File: src/rtl/wdt_pkg.sv
package wdt_pkg;
    localparam int REG_W     = 32;
    localparam int RELOAD_W  = 16;
    localparam int SEL_W     = 2;
    localparam int DIV_STEP  = 6;
    localparam int PRE_W     = DIV_STEP * ((1 << SEL_W) - 1);
    localparam int KEY_LSB   = 16;
    localparam int EN_BIT    = 31;
    localparam int FLAG_BIT  = 30;
    localparam int PWR_LSB   = 26;
    localparam int SEL_LSB   = 24;

    localparam logic [REG_W-1:0] UNLOCK_WORD = 32'h00BE_0000;
    localparam logic [7:0]       COMMIT_KEY  = 8'hDC;

    typedef struct packed {
        logic             en;
        logic [1:0]       pwr;
        logic [SEL_W-1:0] sel;
    } wdt_cfg_t;
endpackage

File: src/rtl/wdt_unlock.sv
module wdt_unlock
    import wdt_pkg::*;
#(
    parameter int LOAD_W = RELOAD_W
) (
    input  logic              clk,
    input  logic              rst_n,
    input  logic              wr_ctrl,
    input  logic [REG_W-1:0]  wdata,
    input  logic              expire,
    output logic              commit,
    output logic [LOAD_W-1:0] load_val,
    output wdt_cfg_t          cfg
);
    typedef struct packed {
        logic     armed;
        wdt_cfg_t cfg;
    } unl_st_t;

    unl_st_t st_d, st_q;

    always_comb begin
        st_d     = st_q;
        commit   = wr_ctrl && st_q.armed && (wdata[KEY_LSB +: 8] == COMMIT_KEY);
        load_val = wdata[LOAD_W-1:0];
        if (wr_ctrl) begin
            st_d.armed = (wdata == UNLOCK_WORD);
        end
        if (commit) begin
            st_d.cfg.en  = wdata[EN_BIT];
            st_d.cfg.pwr = wdata[PWR_LSB +: 2];
            st_d.cfg.sel = wdata[SEL_LSB +: SEL_W];
        end else if (expire) begin
            st_d.cfg.en  = 1'b0;
        end
    end

    always_ff @(posedge clk or negedge rst_n) begin
        if (!rst_n) st_q <= '0;
        else        st_q <= st_d;
    end

    assign cfg = st_q.cfg;

    p_cfg_hold_r2: assert property (@(posedge clk) disable iff (!rst_n)
        (!commit && !expire) |=> $stable(cfg));
    p_expire_disables_r6: assert property (@(posedge clk) disable iff (!rst_n)
        (expire && !commit) |=> !cfg.en);
endmodule

File: src/rtl/wdt_prescaler.sv
module wdt_prescaler
    import wdt_pkg::*;
#(
    parameter int P_W   = PRE_W,
    parameter int S_W   = SEL_W,
    parameter int STEP  = DIV_STEP
) (
    input  logic           clk,
    input  logic           rst_n,
    input  logic           run,
    input  logic           restart,
    input  logic [S_W-1:0] sel,
    output logic           tick
);
    typedef struct packed {
        logic [P_W-1:0] pre;
    } pre_st_t;

    pre_st_t        st_d, st_q;
    logic [P_W-1:0] limit;

    always_comb begin
        limit = {P_W{1'b1}} >> (P_W - STEP * int'(sel));
        tick  = run && (st_q.pre == limit);
        st_d  = st_q;
        if (restart)   st_d.pre = '0;
        else if (tick) st_d.pre = '0;
        else if (run)  st_d.pre = st_q.pre + 1'b1;
    end

    always_ff @(posedge clk or negedge rst_n) begin
        if (!rst_n) st_q <= '0;
        else        st_q <= st_d;
    end

    p_tick_wrap_r5: assert property (@(posedge clk) disable iff (!rst_n)
        tick |=> (st_q.pre == '0));
    p_idle_hold_r5: assert property (@(posedge clk) disable iff (!rst_n)
        (!run && !restart) |=> $stable(st_q.pre));
    p_restart_r3: assert property (@(posedge clk) disable iff (!rst_n)
        restart |=> (st_q.pre == '0));
endmodule

File: src/rtl/wdt_counter.sv
module wdt_counter #(
    parameter int CNT_W = 16
) (
    input  logic             clk,
    input  logic             rst_n,
    input  logic             por_n,
    input  logic             commit,
    input  logic [CNT_W-1:0] load_val,
    input  logic             tick,
    output logic             expire,
    output logic [CNT_W-1:0] count,
    output logic             rst_req,
    output logic             wd_flag
);
    typedef struct packed {
        logic [CNT_W-1:0] cnt;
        logic             req;
    } cnt_st_t;

    cnt_st_t st_d, st_q;
    logic    flag_d, flag_q;
    logic    at_end;

    always_comb begin
        at_end = (st_q.cnt <= CNT_W'(1));
        expire = !commit && tick && at_end;
        st_d     = st_q;
        st_d.req = expire;
        if (commit)    st_d.cnt = load_val;
        else if (tick) st_d.cnt = at_end ? '0 : st_q.cnt - 1'b1;
        flag_d = flag_q | expire;
    end

    always_ff @(posedge clk or negedge rst_n) begin
        if (!rst_n) st_q <= '0;
        else        st_q <= st_d;
    end

    always_ff @(posedge clk or negedge por_n) begin
        if (!por_n) flag_q <= 1'b0;
        else        flag_q <= flag_d;
    end

    assign count   = st_q.cnt;
    assign rst_req = st_q.req;
    assign wd_flag = flag_q;

    p_req_pulse_r6: assert property (@(posedge clk) disable iff (!rst_n)
        rst_req |=> !rst_req);
    p_req_sets_flag_r7: assert property (@(posedge clk) disable iff (!por_n)
        rst_req |-> wd_flag);
    p_flag_sticky_r7: assert property (@(posedge clk) disable iff (!por_n)
        wd_flag |=> wd_flag);
    p_no_rise_r5: assert property (@(posedge clk) disable iff (!rst_n)
        !commit |=> (count <= $past(count)));
    p_req_zero_r6: assert property (@(posedge clk) disable iff (!rst_n)
        rst_req |-> (count == '0));
endmodule

File: src/rtl/pwd_watchdog.sv
module pwd_watchdog
    import wdt_pkg::*;
#(
    parameter int ADDR_W   = 4,
    parameter int LOAD_W   = RELOAD_W,
    parameter int CTRL_OFS = 0,
    parameter int STAT_OFS = 8
) (
    input  logic              clk,
    input  logic              por_n,
    input  logic              sys_rst_n,
    input  logic              wr_en,
    input  logic [ADDR_W-1:0] addr,
    input  logic [REG_W-1:0]  wdata,
    output logic [REG_W-1:0]  rdata,
    output logic              rst_req
);
    logic              core_rst_n;
    logic              wr_ctrl, commit, expire, run, tick, wd_flag;
    logic [LOAD_W-1:0] load_val, count;
    wdt_cfg_t          cfg;

    assign core_rst_n = por_n & sys_rst_n;
    assign wr_ctrl    = wr_en && (addr == ADDR_W'(CTRL_OFS));
    assign run        = cfg.en && (cfg.pwr == 2'b11);

    wdt_unlock #(.LOAD_W(LOAD_W)) u_unlock (
        .clk(clk), .rst_n(core_rst_n), .wr_ctrl(wr_ctrl), .wdata(wdata),
        .expire(expire), .commit(commit), .load_val(load_val), .cfg(cfg)
    );

    wdt_prescaler #(.P_W(PRE_W), .S_W(SEL_W), .STEP(DIV_STEP)) u_pre (
        .clk(clk), .rst_n(core_rst_n), .run(run), .restart(commit),
        .sel(cfg.sel), .tick(tick)
    );

    wdt_counter #(.CNT_W(LOAD_W)) u_cnt (
        .clk(clk), .rst_n(core_rst_n), .por_n(por_n), .commit(commit),
        .load_val(load_val), .tick(tick), .expire(expire), .count(count),
        .rst_req(rst_req), .wd_flag(wd_flag)
    );

    always_comb begin
        rdata = '0;
        if (addr == ADDR_W'(STAT_OFS)) begin
            rdata                      = REG_W'(count);
            rdata[EN_BIT]              = cfg.en;
            rdata[FLAG_BIT]            = wd_flag;
            rdata[PWR_LSB +: 2]        = cfg.pwr;
            rdata[SEL_LSB +: SEL_W]    = cfg.sel;
        end
    end

    p_stopped_no_req_r4: assert property (@(posedge clk) disable iff (!core_rst_n)
        (!cfg.en && !commit) |=> !rst_req);
    p_unpowered_hold_r5: assert property (@(posedge clk) disable iff (!core_rst_n)
        (!run && !commit) |=> $stable(count));
endmodule

File: config.mk
export PLATFORM = sky130hd
export DESIGN_NAME = pwd_watchdog
export DESIGN_NICKNAME = d
export VERILOG_FILES = /design/src/rtl/wdt_pkg.sv /design/src/rtl/wdt_unlock.sv /design/src/rtl/wdt_prescaler.sv /design/src/rtl/wdt_counter.sv /design/src/rtl/pwd_watchdog.sv
export SDC_FILE = /design/constraint.sdc
export NUM_CORES = 1
export LEC_CHECK = 0
export BUFFER_PORTS_ARGS = -buffer_cell sky130_fd_sc_hd__clkbuf_2
export CAP_MARGIN = 20
export CORE_ASPECT_RATIO = 1.75
export CORE_MARGIN = 4
export CORE_UTILIZATION = 50
export CTS_BUF_LIST = sky130_fd_sc_hd__clkbuf_8
export CTS_CLUSTER_SIZE = 8
export DETAILED_ROUTE_END_ITERATION = 16
export PLACE_DENSITY = 0.83
export RECOVER_POWER = 50
export SETUP_SLACK_MARGIN = 0.05
export SLEW_MARGIN = 20
export SYNTH_ARGS = -nofsm -noshare
export SYNTH_HDL_FRONTEND = slang
export SYNTH_SLANG_ARGS = --single-unit
File: constraint.sdc
create_clock -name clk -period 5.2 [get_ports clk]
set_input_delay 0.26 -clock clk [delete_from_list [all_inputs] [get_ports clk]]
set_output_delay 0.26 -clock clk [all_outputs]
set_load 0.01 [all_outputs]
==> results.py <==
metrics = {
    "floorplanning": {
        "initial_utilization": 0.526,
        "die_w_um": 64.7,
        "ios": 73,
        "core_um2": 5340,
        "rows": 35,
        "die_h_um": 107,
        "dieArea_um2": 6940,
    },
    "cts": {
        "cts_tree": "done",
        "clock_path_buffers": 2,
        "path_clk_slew_ps": 80,
        "htree_levels": 2,
        "postCtsSetupBuffers": 0,
        "ctsResizeCount": 0,
        "cts_hold_buf": 1,
        "insertion_delay_ps": 290,
        "numCtsBuffers": 5,
        "root_buffer": "clkbuf_8",
        "numClockSinks": 42,
    },
    "grt": {
        "grt_antenna_before_repair": 0,
        "track_usage": 0.231,
        "grt_max_degree": 42,
        "grt_pass1_wl_um": 12500,
        "overflow": 0,
        "grt_pass1_vias": 2709,
    },
    "setup_path": {
        "slowest_delay_ps": 1950,
        "cp_top_family": "simple AND/OR/NAND/NOR gates",
        "critPathRequiredTime_ps": 5030,
        "path_cells": "dlygate4sd3_1, clkbuf_1, and2_0",
        "worstPathArrival_ps": 2880,
        "crit_buf_inv": 2,
        "cp_max_fo": 41,
        "end_kind": "async pin",
        "path_class": "input pin to async pin",
        "startpoint_type": "input pin",
        "cp_slowest_cell": "and2_0",
    },
    "drt": {
        "drc": 0,
        "routed_wl_um": 7770,
        "via_per_inst": 5.93,
        "post_drt_wl_per_cell_um": 17.0,
        "drt_iter0_drc": 150,
        "routed-via-count": 2718,
        "drt_first_pass_iters": 4,
        "ant_nets": 0,
    },
    "sta": {
        "fin_setup_tns_ps": 0,
        "max_freq_mhz": 328,
        "finalHoldViolCount": 0,
        "fin_crit_ps": 3050,
        "slew_viol_final": 42,
        "clock_skew_ps": 7.33,
        "fin_crit_sh": 0.587,
        "setup_viol": 0,
        "fin_hold_ws_ps": 181,
        "rsz0062_at_grt": "false",
        "max_slew_margin": -0.795,
        "worst_pin_slew_ps": 2690,
    },
    "synthesis": {
        "synthArstFlopShare": 1.00,
        "yosys_warnings": 0,
        "synth_cell_type_count": 50,
        "synth.avg_cell_area_um2": 8.50,
        "seq_area_frac_synth": 0.374,
        "synth_area_um2": 2810,
        "ys_seq_elements": 42,
        "synth-edff-count": 0,
        "synth_flop_cell": "dfrtp_1",
        "netlist_instances": 331,
    },
    "final_layout": {
        "layout_common_cells": "clkbuf_2 (53), nor2_1 (42), dfrtp_1 (42), nand2_1 (36), nand3_1 (17)",
        "nets": 426,
        "final_common_cell": "clkbuf_2",
        "areaGrowthSynthToFinish_pct": 12.7,
        "diodes": 0,
        "final.fill_count": 509,
        "layout-drive-gt1-share": 0.185,
    },
    "placed_design": {
        "dp_hpwl_um": 5770,
        "place_congestion": 0.959,
        "portBuffers": 62,
    },
    "status": {
        "violations": "capacitance limit, slew limit",
        "outcome": "finished with violations",
    },
    "power": {
        "peakVddDrop_v": 0.000195,
        "power_density_nw_per_um2": 184,
        "cellLeakagePower_nw": 1.37,
    },
    "flow_run": {
        "cap_violations": 1,
    },
    "hold_path": {
        "hp-class": "input pin to flip-flop",
    },
}
sequential cells by signal (all words and copies together), names as in the netlist:
name / cells
u_cnt.count: 16
u_cnt.rst_req: 1
u_unlock.cfg: 5
u_pre.st_q: 18
u_unlock.st_q: 1
u_cnt.wd_flag: 1
cells in the mapped netlist, drive strengths merged (2+ instances only):
cell type	n	area share
a2111oi	4	0.019
a211oi	5	0.013
a21oi	10	0.018
a31oi	6	0.013
and2	25	0.056
and3	5	0.011
and4	5	0.016
buf	20	0.052
clkbuf	9	0.012
dfrtp	42	0.37
ha	3	0.013
inv	5	0.0067
mux2	3	0.012
mux2i	2	0.0071
nand2	37	0.050
nand2b	2	0.0044
nand3	17	0.030
nand4	11	0.024
nor2	42	0.056
nor3	7	0.016
nor4	14	0.039
nor4b	3	0.0093
o2111ai	2	0.0062
o211ai	8	0.021
o21ai	9	0.016
or3	2	0.0044
or4	5	0.013
xnor2	12	0.037
xor2	4	0.012
worst paths after layout:
kind	from	endpoint	slack (ps)	depth (start not counted)
worst max-delay path	por_n	u_cnt.count[11]	2150	3
worst min-delay path	wdata[26]	u_unlock.cfg[2]	180	3
worst max register to register	u_unlock.st_q[5]	u_pre.st_q[17]	2370	6
worst min register to register	u_cnt.wd_flag	u_cnt.wd_flag	470	1
max in group clk	u_unlock.st_q[5]	u_pre.st_q[17]	2370	6
min in group asynchronous	por_n	u_cnt.wd_flag	280	2
layout make-up:
| cell class | instances | area (µm²) | share of cell area |
|---|---|---|---|
| clock buffers | 6 | 82.6 | 0.0260 |
| clock inverters | 2 | 8.76 | 0.00276 |
| flip-flops and latches | 42 | 1050 | 0.331 |
| inverters | 5 | 18.8 | 0.00592 |
| multi-input cells | 264 | 1600 | 0.504 |
| repair buffers | 65 | 320 | 0.101 |
| well taps | 74 | 92.6 | 0.0292 |
report_power, final:
part | internal [W] | switching, W
Combinational | 0.0000143 | 0.0000229
Sequential | 0.000326 | 0.00000000000000243
Clock | 0.000105 | 0.000115
Total | 0.000446 | 0.000138
through the flow:
| stage | area [µm²] | total power (W) | util | setup WS, ps | instances |
|---|---|---|---|---|---|
| floorplan | 2850 | 0.000352 | - | 3150 | 340 |
| global placement | 3090 | 0.000370 | 0.579 | 2420 | 449 |
| detailed placement | 3090 | 0.000370 | 0.579 | 2280 | 449 |
| CTS | 3190 | 0.000589 | 0.598 | 2440 | 458 |
| global route | 3170 | 0.000604 | 0.593 | 1540 | 458 |
| finish | 3170 | 0.000584 | 0.593 | 2150 | 458 |
routing by layer:
metal | vias to the layer above | wire (µm) | track usage
met3 | 25 | 455 | 0.0388
met2 | 109 | 4200 | 0.422
met1 | 1304 | 2830 | 0.251
met4 | 0 | 294 | 0.115
met5 | - | 0 | 0
li1 | 1280 | - | -
worst min-delay path: cells and delay by family:
kind          cells  cell delay [ps]
buf+inv           1               90
simple gates      2               90
logic make-up (layout without fill, tap and decap cells):
family	count (synthesis)	count (layout)	share of synthesized area
adder cells (fa/ha/maj)	3	3	0.0133
AND/OR/NAND/NOR	179	179	0.341
flip-flops	42	42	0.374
buffers and inverters	34	78	0.0707
other	1	10	0.00133
XOR/XNOR	16	16	0.0498
AO/OA/AOI/OAI	51	51	0.131
multiplexers	5	5	0.0191
(Power assumes the default switching activity.)
